### src/rtl/psu_pkg.sv
package psu_pkg;

  typedef enum logic [2:0] {
    OP_MUL   = 3'd0,
    OP_MULQ  = 3'd1,
    OP_PMUL  = 3'd2,
    OP_PMULS = 3'd3,
    OP_SHL   = 3'd4,
    OP_SHR   = 3'd5,
    OP_SHLS  = 3'd6,
    OP_SHRS  = 3'd7
  } psu_op_e;

endpackage

### src/rtl/psu_mult.sv
module psu_mult #(
  parameter int unsigned W = 16
) (
  input  logic [W-1:0]   acc_i,
  input  logic [W-1:0]   opnd_i,
  input  logic [2*W-1:0] pair_i,
  output logic [2*W-1:0] prod_o,
  output logic [2*W-1:0] q15_o,
  output logic           q15_clamp_o,
  output logic [2*W-1:0] pmul_o,
  output logic [2*W-1:0] pmuls_o,
  output logic           pmul_clamp_o
);
  localparam int unsigned DW = 2 * W;
  localparam int unsigned XW = 3 * W;
  localparam logic [DW-1:0] MAX_D = {1'b0, {(DW-1){1'b1}}};
  localparam logic [DW-1:0] MIN_D = {1'b1, {(DW-1){1'b0}}};
  localparam logic [W-1:0]  MIN_W = {1'b1, {(W-1){1'b0}}};

  // signed word x word, full DW-bit result
  function automatic logic [DW-1:0] f_word_mul(input logic [W-1:0] a, input logic [W-1:0] b);
    logic signed [DW-1:0] sa, sb;
    sa = {{W{a[W-1]}}, a};
    sb = {{W{b[W-1]}}, b};
    return sa * sb;
  endfunction

  // signed pair x word, full XW-bit result
  function automatic logic [XW-1:0] f_pair_mul(input logic [DW-1:0] p, input logic [W-1:0] b);
    logic signed [XW-1:0] sp, sb;
    sp = {{W{p[DW-1]}}, p};
    sb = {{DW{b[W-1]}}, b};
    return sp * sb;
  endfunction

  // true when the upper bits are not a pure sign extension of bit DW-1
  function automatic logic f_out_of_range(input logic [XW-1:0] v);
    return !((&v[XW-1:DW-1]) || !(|v[XW-1:DW-1]));
  endfunction

  logic [XW-1:0] pair_full;

  always_comb begin
    prod_o      = f_word_mul(acc_i, opnd_i);
    q15_clamp_o = (acc_i == MIN_W) && (opnd_i == MIN_W);
    q15_o       = q15_clamp_o ? MAX_D : {prod_o[DW-2:0], 1'b0};

    pair_full    = f_pair_mul(pair_i, opnd_i);
    pmul_o       = pair_full[DW-1:0];
    pmul_clamp_o = f_out_of_range(pair_full);
    pmuls_o      = pmul_clamp_o ? (pair_full[XW-1] ? MIN_D : MAX_D) : pmul_o;
  end

endmodule

### src/rtl/psu_shift.sv
module psu_shift #(
  parameter int unsigned DW = 32,
  parameter int unsigned NW = 5
) (
  input  logic [DW-1:0] pair_i,
  input  logic [NW-1:0] n_i,
  output logic [DW-1:0] shl_o,
  output logic [DW-1:0] shr_o,
  output logic [DW-1:0] shls_o,
  output logic          shls_clamp_o
);
  localparam logic [DW-1:0] MAX_D = {1'b0, {(DW-1){1'b1}}};
  localparam logic [DW-1:0] MIN_D = {1'b1, {(DW-1){1'b0}}};

  logic [DW-1:0] rs [NW+1];
  logic [DW-1:0] ls [NW+1];
  logic [DW-1:0] undo;

  assign rs[0] = pair_i;
  assign ls[0] = pair_i;

  // log-depth barrel: stage s moves by 2**s when bit s of the amount is set
  for (genvar s = 0; s < NW; s++) begin : g_stage
    assign rs[s+1] = n_i[s] ? DW'($signed(rs[s]) >>> (2**s)) : rs[s];
    assign ls[s+1] = n_i[s] ? (ls[s] << (2**s)) : ls[s];
  end

  always_comb begin
    shr_o        = rs[NW];
    shl_o        = {pair_i[DW-1], ls[NW][DW-2:0]};
    undo         = DW'($signed(ls[NW]) >>> n_i);
    shls_clamp_o = (undo != pair_i);
    shls_o       = shls_clamp_o ? (pair_i[DW-1] ? MIN_D : MAX_D) : ls[NW];
  end

endmodule

### src/rtl/prod_shift_unit.sv
module prod_shift_unit #(
  parameter int unsigned W = 16
) (
  input  logic                        clk,
  input  logic                        rst_n,
  input  logic                        start_i,
  input  logic [2:0]                  op_i,
  input  logic [W-1:0]                acc_i,
  input  logic [W-1:0]                opnd_i,
  input  logic [$clog2(2*W)-1:0]      shamt_i,
  output logic [W-1:0]                prod_hi_o,
  output logic [W-1:0]                prod_lo_o,
  output logic                        done_o
);
  import psu_pkg::*;

  localparam int unsigned DW = 2 * W;
  localparam int unsigned NW = $clog2(DW);

  psu_op_e       op;
  logic [DW-1:0] pair_q;
  logic [DW-1:0] pair_next;
  logic          done_q;

  // named internal events, observed by the checker
  logic          sat_event;

  logic [DW-1:0] prod_w, q15_w, pmul_w, pmuls_w;
  logic          q15_clamp_w, pmul_clamp_w;
  logic [DW-1:0] shl_w, shr_w, shls_w;
  logic          shls_clamp_w;

  assign op = psu_op_e'(op_i);

  psu_mult #(.W(W)) u_mult (
    .acc_i        (acc_i),
    .opnd_i       (opnd_i),
    .pair_i       (pair_q),
    .prod_o       (prod_w),
    .q15_o        (q15_w),
    .q15_clamp_o  (q15_clamp_w),
    .pmul_o       (pmul_w),
    .pmuls_o      (pmuls_w),
    .pmul_clamp_o (pmul_clamp_w)
  );

  psu_shift #(.DW(DW), .NW(NW)) u_shift (
    .pair_i       (pair_q),
    .n_i          (shamt_i),
    .shl_o        (shl_w),
    .shr_o        (shr_w),
    .shls_o       (shls_w),
    .shls_clamp_o (shls_clamp_w)
  );

  always_comb begin
    pair_next = pair_q;
    sat_event = 1'b0;
    unique case (op)
      OP_MUL:   pair_next = prod_w;
      OP_MULQ:  begin pair_next = q15_w;   sat_event = q15_clamp_w;  end
      OP_PMUL:  pair_next = pmul_w;
      OP_PMULS: begin pair_next = pmuls_w; sat_event = pmul_clamp_w; end
      OP_SHL:   pair_next = shl_w;
      OP_SHR:   pair_next = shr_w;
      OP_SHLS:  begin pair_next = shls_w;  sat_event = shls_clamp_w; end
      OP_SHRS:  pair_next = shr_w;
      default:  pair_next = pair_q;
    endcase
  end

  always_ff @(posedge clk or negedge rst_n) begin
    if (!rst_n) begin
      pair_q <= '0;
      done_q <= 1'b0;
    end else begin
      done_q <= start_i;
      if (start_i) pair_q <= pair_next;
    end
  end

  assign prod_hi_o = pair_q[DW-1:W];
  assign prod_lo_o = pair_q[W-1:0];
  assign done_o    = done_q;

endmodule

### config.mk
export PLATFORM = sky130hd
export DESIGN_NAME = prod_shift_unit
export DESIGN_NICKNAME = d
export VERILOG_FILES = /design/src/rtl/psu_pkg.sv /design/src/rtl/psu_mult.sv /design/src/rtl/psu_shift.sv /design/src/rtl/prod_shift_unit.sv
export SDC_FILE = /design/constraint.sdc
export NUM_CORES = 2
export LEC_CHECK = 0
export BUFFER_PORTS_ARGS = -buffer_cell sky130_fd_sc_hd__buf_2
export CAP_MARGIN = 30
export CORE_MARGIN = 2
export CORE_UTILIZATION = 30
export DETAILED_ROUTE_END_ITERATION = 16
export PLACE_DENSITY = 0.5
export SLEW_MARGIN = 20
export SYNTH_ARGS = -nofsm -noshare
export SYNTH_HDL_FRONTEND = slang
export SYNTH_HIERARCHICAL = 1
export SYNTH_SLANG_ARGS = --single-unit
### constraint.sdc
create_clock -name clk -period 12.19 [get_ports clk]
set_input_delay 0.6095 -clock clk [delete_from_list [all_inputs] [get_ports clk]]
set_output_delay 0.6095 -clock clk [all_outputs]
set_load 0.1 [all_outputs]
# Yosys cells after proc, flatten, opt, wreduce, memory -nomap -nowiden
# Cells that the tools add are included.
[op_classes]
shift = 1
n_mux = 16
n_eq_ne = 11
reduce_logical = 9
multipliers = 2
bitwise = 1
[ops]
columns = ["op", "n"]
rows = [
  ["$mux W32", 10],
  ["$pmux W32 S7", 1],
  ["$mux W31", 5],
  ["$mul A32 B16 Y48", 1],
  ["$eq A16 B16 Y1 const B", 2],
  ["$mul A16 B16 Y32", 1],
  ["$ne A32 B32 Y1", 1],
  ["$sshr A32 B5 Y32", 1],
  ["$reduce_and A17 Y1", 1],
  ["$reduce_or A17 Y1", 1],
  ["$eq A3 B3 Y1 const B", 4],
  ["$eq A3 B2 Y1 const B", 2],
  ["$ne A6 B1 Y1 const B", 1],
  ["$reduce_and A2 Y1", 2],
  ["$eq A3 B1 Y1 const B", 1],
  ["$logic_not A3 Y1", 1],
  ["$reduce_or A2 Y1", 1],
  ["$logic_and A1 B1 Y1", 1],
  ["$logic_not A1 Y1", 1],
  ["$logic_or A1 B1 Y1", 1],
  ["$not A1 Y1", 1],
]
[totals]
output_inout_bits = 33
in_bits = 43
word_cells = 44
regBits = 33

# Longest topological paths before layout
[logic_depth]
depth_word = 9
mapped_depth = 32
mapped_depth_nobuf = 29

# Hierarchy
# The synthesis kept the hierarchy.
[modules_own_cells]
columns = ["mod", "seq_area_each_um2", "area_each_um2", "instances", "cells_per_inst"]
rows = [
  ["psu_mult", 0.0, 28846.4, 1, 3334],
  ["psu_shift", 0.0, 7143.1, 1, 1014],
  ["prod_shift_unit", 825.8, 2894.0, 1, 313],
]

# Least setup slack after synthesis
# Ideal clock, no wire load.
[synth_path]
kind = "reg-to-reg"
start = "register pair_q[16]"
end = "register pair_q[30]"
stages_incl_launch_ff = 28
path_buffers = 2
period_less_slack_ps = 8373
setup_time_ps = 124
arrival_ps = 8249
required_time_ps = 12066
path_slack_ps = 3817
path_cell_list = "dfrtp_1 clkbuf_1 nand2_1 fa_1 inv_1 fa_1 fa_1 fa_1 fa_1 inv_1 fa_1 inv_1 ha_1 a21oi_1 nor2_1 or4_1 or4_4 nand3b_2 xnor2_1 or4_1 or4_4 o21ai_4 buf_6 o21ai_1 mux2i_1 a2bb2oi_1 o211ai_1 o221a_2"
[synth_between]
word_cells_on_any_way = 16
classes_between = "mul: 1; eq/ne: 1; shift: 1; mux: 9; reduce/logical: 4"
[synth_lines]
columns = ["element", "line", "text"]
rows = [
  ["start: declaration", "prod_shift_unit.sv:21", "logic [DW-1:0] pair_q;"],
  ["start signal: assignment", "prod_shift_unit.sv:78", "if (start_i) pair_q <= pair_next;"],
  ["$mul A32 B16 Y48 *", "psu_mult.sv:33", "return sp * sb;"],
  ["net pmul_w[31]", "prod_shift_unit.sv:28", "logic [DW-1:0] prod_w, q15_w, pmul_w, pmuls_w;"],
  ["$reduce_or A17 Y1", "psu_mult.sv:38", "return !((&v[XW-1:DW-1]) || !(|v[XW-1:DW-1]));"],
  ["$logic_not A1 Y1", "psu_mult.sv:38", ""],
  ["$logic_or A1 B1 Y1 *", "psu_mult.sv:38", ""],
  ["$mux W32 *", "psu_mult.sv:51", "pmuls_o = pmul_clamp_o ? (pair_full[XW-1] ? MIN_D : MAX_D) : pmul_o;"],
  ["net pmuls_w[30]", "prod_shift_unit.sv:28", ""],
  ["$pmux W32 S7 *", "prod_shift_unit.sv:59", "unique case (op)"],
]
# Mark *: on every way through the listed nets, which the timed path passes. The rest lies on a longest branch.
# A chain may end at the register's enable or synchronous reset.

# Worst setup path in the final report
[layout_path]
start = "register pair_q[15]"
end = "register pair_q[0]"
[layout_between]
word_cells_on_any_way = 21
classes_between = "mul: 1; eq/ne: 1; shift: 1; mux: 14; reduce/logical: 4"
[layout_lines]
columns = ["element", "line"]
rows = [
  ["$mul A32 B16 Y48 *", "psu_mult.sv:33"],
  ["$reduce_or A17 Y1", "psu_mult.sv:38"],
  ["$logic_not A1 Y1", "psu_mult.sv:38"],
  ["$logic_or A1 B1 Y1", "psu_mult.sv:38"],
  ["$mux W32 *", "psu_mult.sv:51"],
  ["net pmuls_w[0]", "prod_shift_unit.sv:28"],
  ["$pmux W32 S7 *", "prod_shift_unit.sv:59"],
]
# Mark *: on every way through the listed nets, which the timed path passes. The rest lies on a longest branch. The select of a mux whose other input is x is not followed.

==> results by group <==
Detailed routing
  • Via/cell ratio: 5.380
  • Detailed Route WL: 144800 um
  • Via Count: 33652
  • DR iter-0 viols: 3116
  • Drt first pass iters: 6
  • Remaining DRCs: 0
  • DR WL/cell: 23.15 um
  • Routed Antenna Nets: 0

Logic synthesis
  • Syn Area/Cell: 8.344 um^2
  • Synthesis warning total: 6
  • Post-Syn Area: 0.03884 mm^2
  • Post-Synthesis Cells: 4655
  • Net count after synthesis: 5642

Worst setup path
  • Crit path top cell by count: fa_1
  • Critical path class: reg -> reg
  • Crit-path slowest cell: dfrtp_1
  • Internal reg-to-reg setup slack: 2190 ps
  • Arrival time worst endpoint: 10180 ps
  • Crit path required time: 12370 ps
  • CP max FO: 31
  • Startpoint Class: flop
  • Buf+Inv Stages, Crit Path: 2
  • Setup crit end kind: flop
  • Crit-path max cell delay: 980 ps
  • CP Cell Sequence: buf_4, nand2_1, fa_1, fa_1, fa_1, inv_1, fa_1, fa_1, fa_1, ha_1, a21oi_1, o21ai_0, nor4_1, o21bai_1, o211ai_1, a211oi_1, or4_1, or4_4, o21ai_4, o21ai_0, mux2i_1, o2bb2ai_1, a221oi_1, a21oi_1
  • Cell family with most CP delay: adder cells

STA
  • Max Clock Freq: 99.96 MHz
  • Crit share post-route: 82.07%
  • Rel. slew slack: 28.86%
  • Final hold vios: 0
  • Setup violators final: 0
  • Period minus WS final: 10000 ps
  • Setup_tns: 0 ps
  • Worst-margin pin slew: 1057 ps
  • Slew Limit Fails: 0
  • Final WS setup: 2186 ps
  • Clock skew: 8.438 ps
  • Hold WS: 364.9 ps
  • Unrepaired setup endpoints after global routing: no

Run
  • Max_cap viols: 0

Floorplan
  • DIE WIDTH: 363.8 um
  • # rows: 132
  • Die area: 0.1324 mm^2
  • Io pins: 76
  • Die Ht: 363.8 um
  • Core Area: 0.1290 mm^2
  • Initial Utilization: 30.11%

Clock network
  • Clk slew on worst S/H paths: 60 ps
  • Later-pin clock latency in the skew report: 300 ps
  • CTS tree: done
  • Htree depth: 2
  • CTS Root Cell: clkbuf_16
  • Post-CTS setup buffer count: 0
  • PostCTS Resize Cnt: 0
  • Num CTS Buffers: 5
  • CTS Sinks: 33
  • Hold buffers post-CTS: 0
  • CTS Buffer Depth: 2

Final layout
  • Fin util: 31.75%
  • Layout area overhead: 5.421%
  • Fillers: 13741
  • Fin nets: 5497
  • Share of post-route cells with drive strength above 1: 6.828%

Placement
  • Port bufs: 75
  • Post-DP HPWL: 111900 um
  • GPL Wtd Cong: 0.9412
  • Pre-CTS WS: 2205 ps

Global routing
  • Vias in the first global route: 35264
  • Pin count of the biggest net entering global routing: 67
  • First-pass GRT wire length: 223400 um
  • Global Route Usage Sum: 22.07%
  • Total gr overflow: 0
  • Initial antenna violation count: 6

Hold path
  • Hold Crit Class: in -> async

Status
  • Status: complete, no violations
## worst reg2reg max path, cell delays in order (launching register included)
cell and delay, ps:
dfrtp_1 980, buf_4 440, nand2_1 130, fa_1 500, fa_1 540, fa_1 510, inv_1 50, fa_1 550
fa_1 430, fa_1 440, ha_1 420, a21oi_1 420, o21ai_0 280, nor4_1 900, o21bai_1 380, o211ai_1 280
a211oi_1 120, or4_1 420, or4_4 540, o21ai_4 750, o21ai_0 220, mux2i_1 180, o2bb2ai_1 80, a221oi_1 220
a21oi_1 100
## state kept, by name, summed over array words and instances (netlist names)
name	cells
pair_q	32
done_o	1
## final timing paths
| check | to | cells past startpoint | startpoint |
|---|---|---|---|
| min in group clk | pair_q[2]$_DFFE_PN0P_ | 2 | pair_q[2]$_DFFE_PN0P_ |
| max | pair_q[0]$_DFFE_PN0P_ | 24 | pair_q[15]$_DFFE_PN0P_ |
| min | done_o$_DFF_PN0_ | 2 | rst_n |
| min reg2reg | pair_q[2]$_DFFE_PN0P_ | 2 | pair_q[2]$_DFFE_PN0P_ |
| max in group asynchronous | pair_q[31]$_DFFE_PN0P_ | 2 | rst_n |
| max reg2reg | pair_q[0]$_DFFE_PN0P_ | 24 | pair_q[15]$_DFFE_PN0P_ |
## layer usage
layer	GRT usage, %	share of wire (%)
met1	29.61	42
met2	37.17	47
met3	2.383	6.6
met4	6.989	3.6
met5	0	0.016
## cell usage in the layout, fill, tap and decap left out, types with 21 or more instances in the layout
cell type / instances
xnor2_1: 59
xor2_1: 30
nand2b_1: 72
o21ai_0: 125
buf_2: 72
nor3_1: 34
o22ai_1: 43
mux4_2: 54
o211ai_1: 38
o21ai_1: 37
fa_1: 748
a21o_1: 32
buf_4: 85
a31oi_1: 37
mux2_2: 23
mux2i_1: 125
a22oi_1: 21
a221oi_1: 29
inv_1: 878
a211oi_1: 35
dfrtp_1: 32
a21oi_1: 177
ha_1: 196
and2_1: 331
nand2_1: 580
o21a_1: 24
nand3_1: 40
o22a_1: 23
nor2_1: 157
## area by class of cell
cell class / instances / area, um^2 / area share [%]
flip-flops and latches: 33 / 827.0 / 2.020
multi-input cells: 3420 / 33320 / 81.37
diodes: 2 / 5.005 / 0.01222
clock buffers: 7 / 142.6 / 0.3483
well taps: 1742 / 2180 / 5.323
repair buffers: 167 / 1130 / 2.759
clock inverters: 1 / 30.03 / 0.07333
inverters: 883 / 3314 / 8.094
## through the flow
| stage | std cells | instance area (um^2) |
|---|---|---|
| 2_1_floorplan | 4655 | 38840 |
| 3_3_place_gp | 6234 | 40640 |
| 3_5_place_dp | 6243 | 40750 |
| 4_1_cts | 6251 | 40920 |
| 5_1_grt | 6253 | 40940 |
| 6_report | 6255 | 40950 |
Power is not shown: default switching activity piles up to over one toggle a cycle in this logic, so the estimate is an artifact.
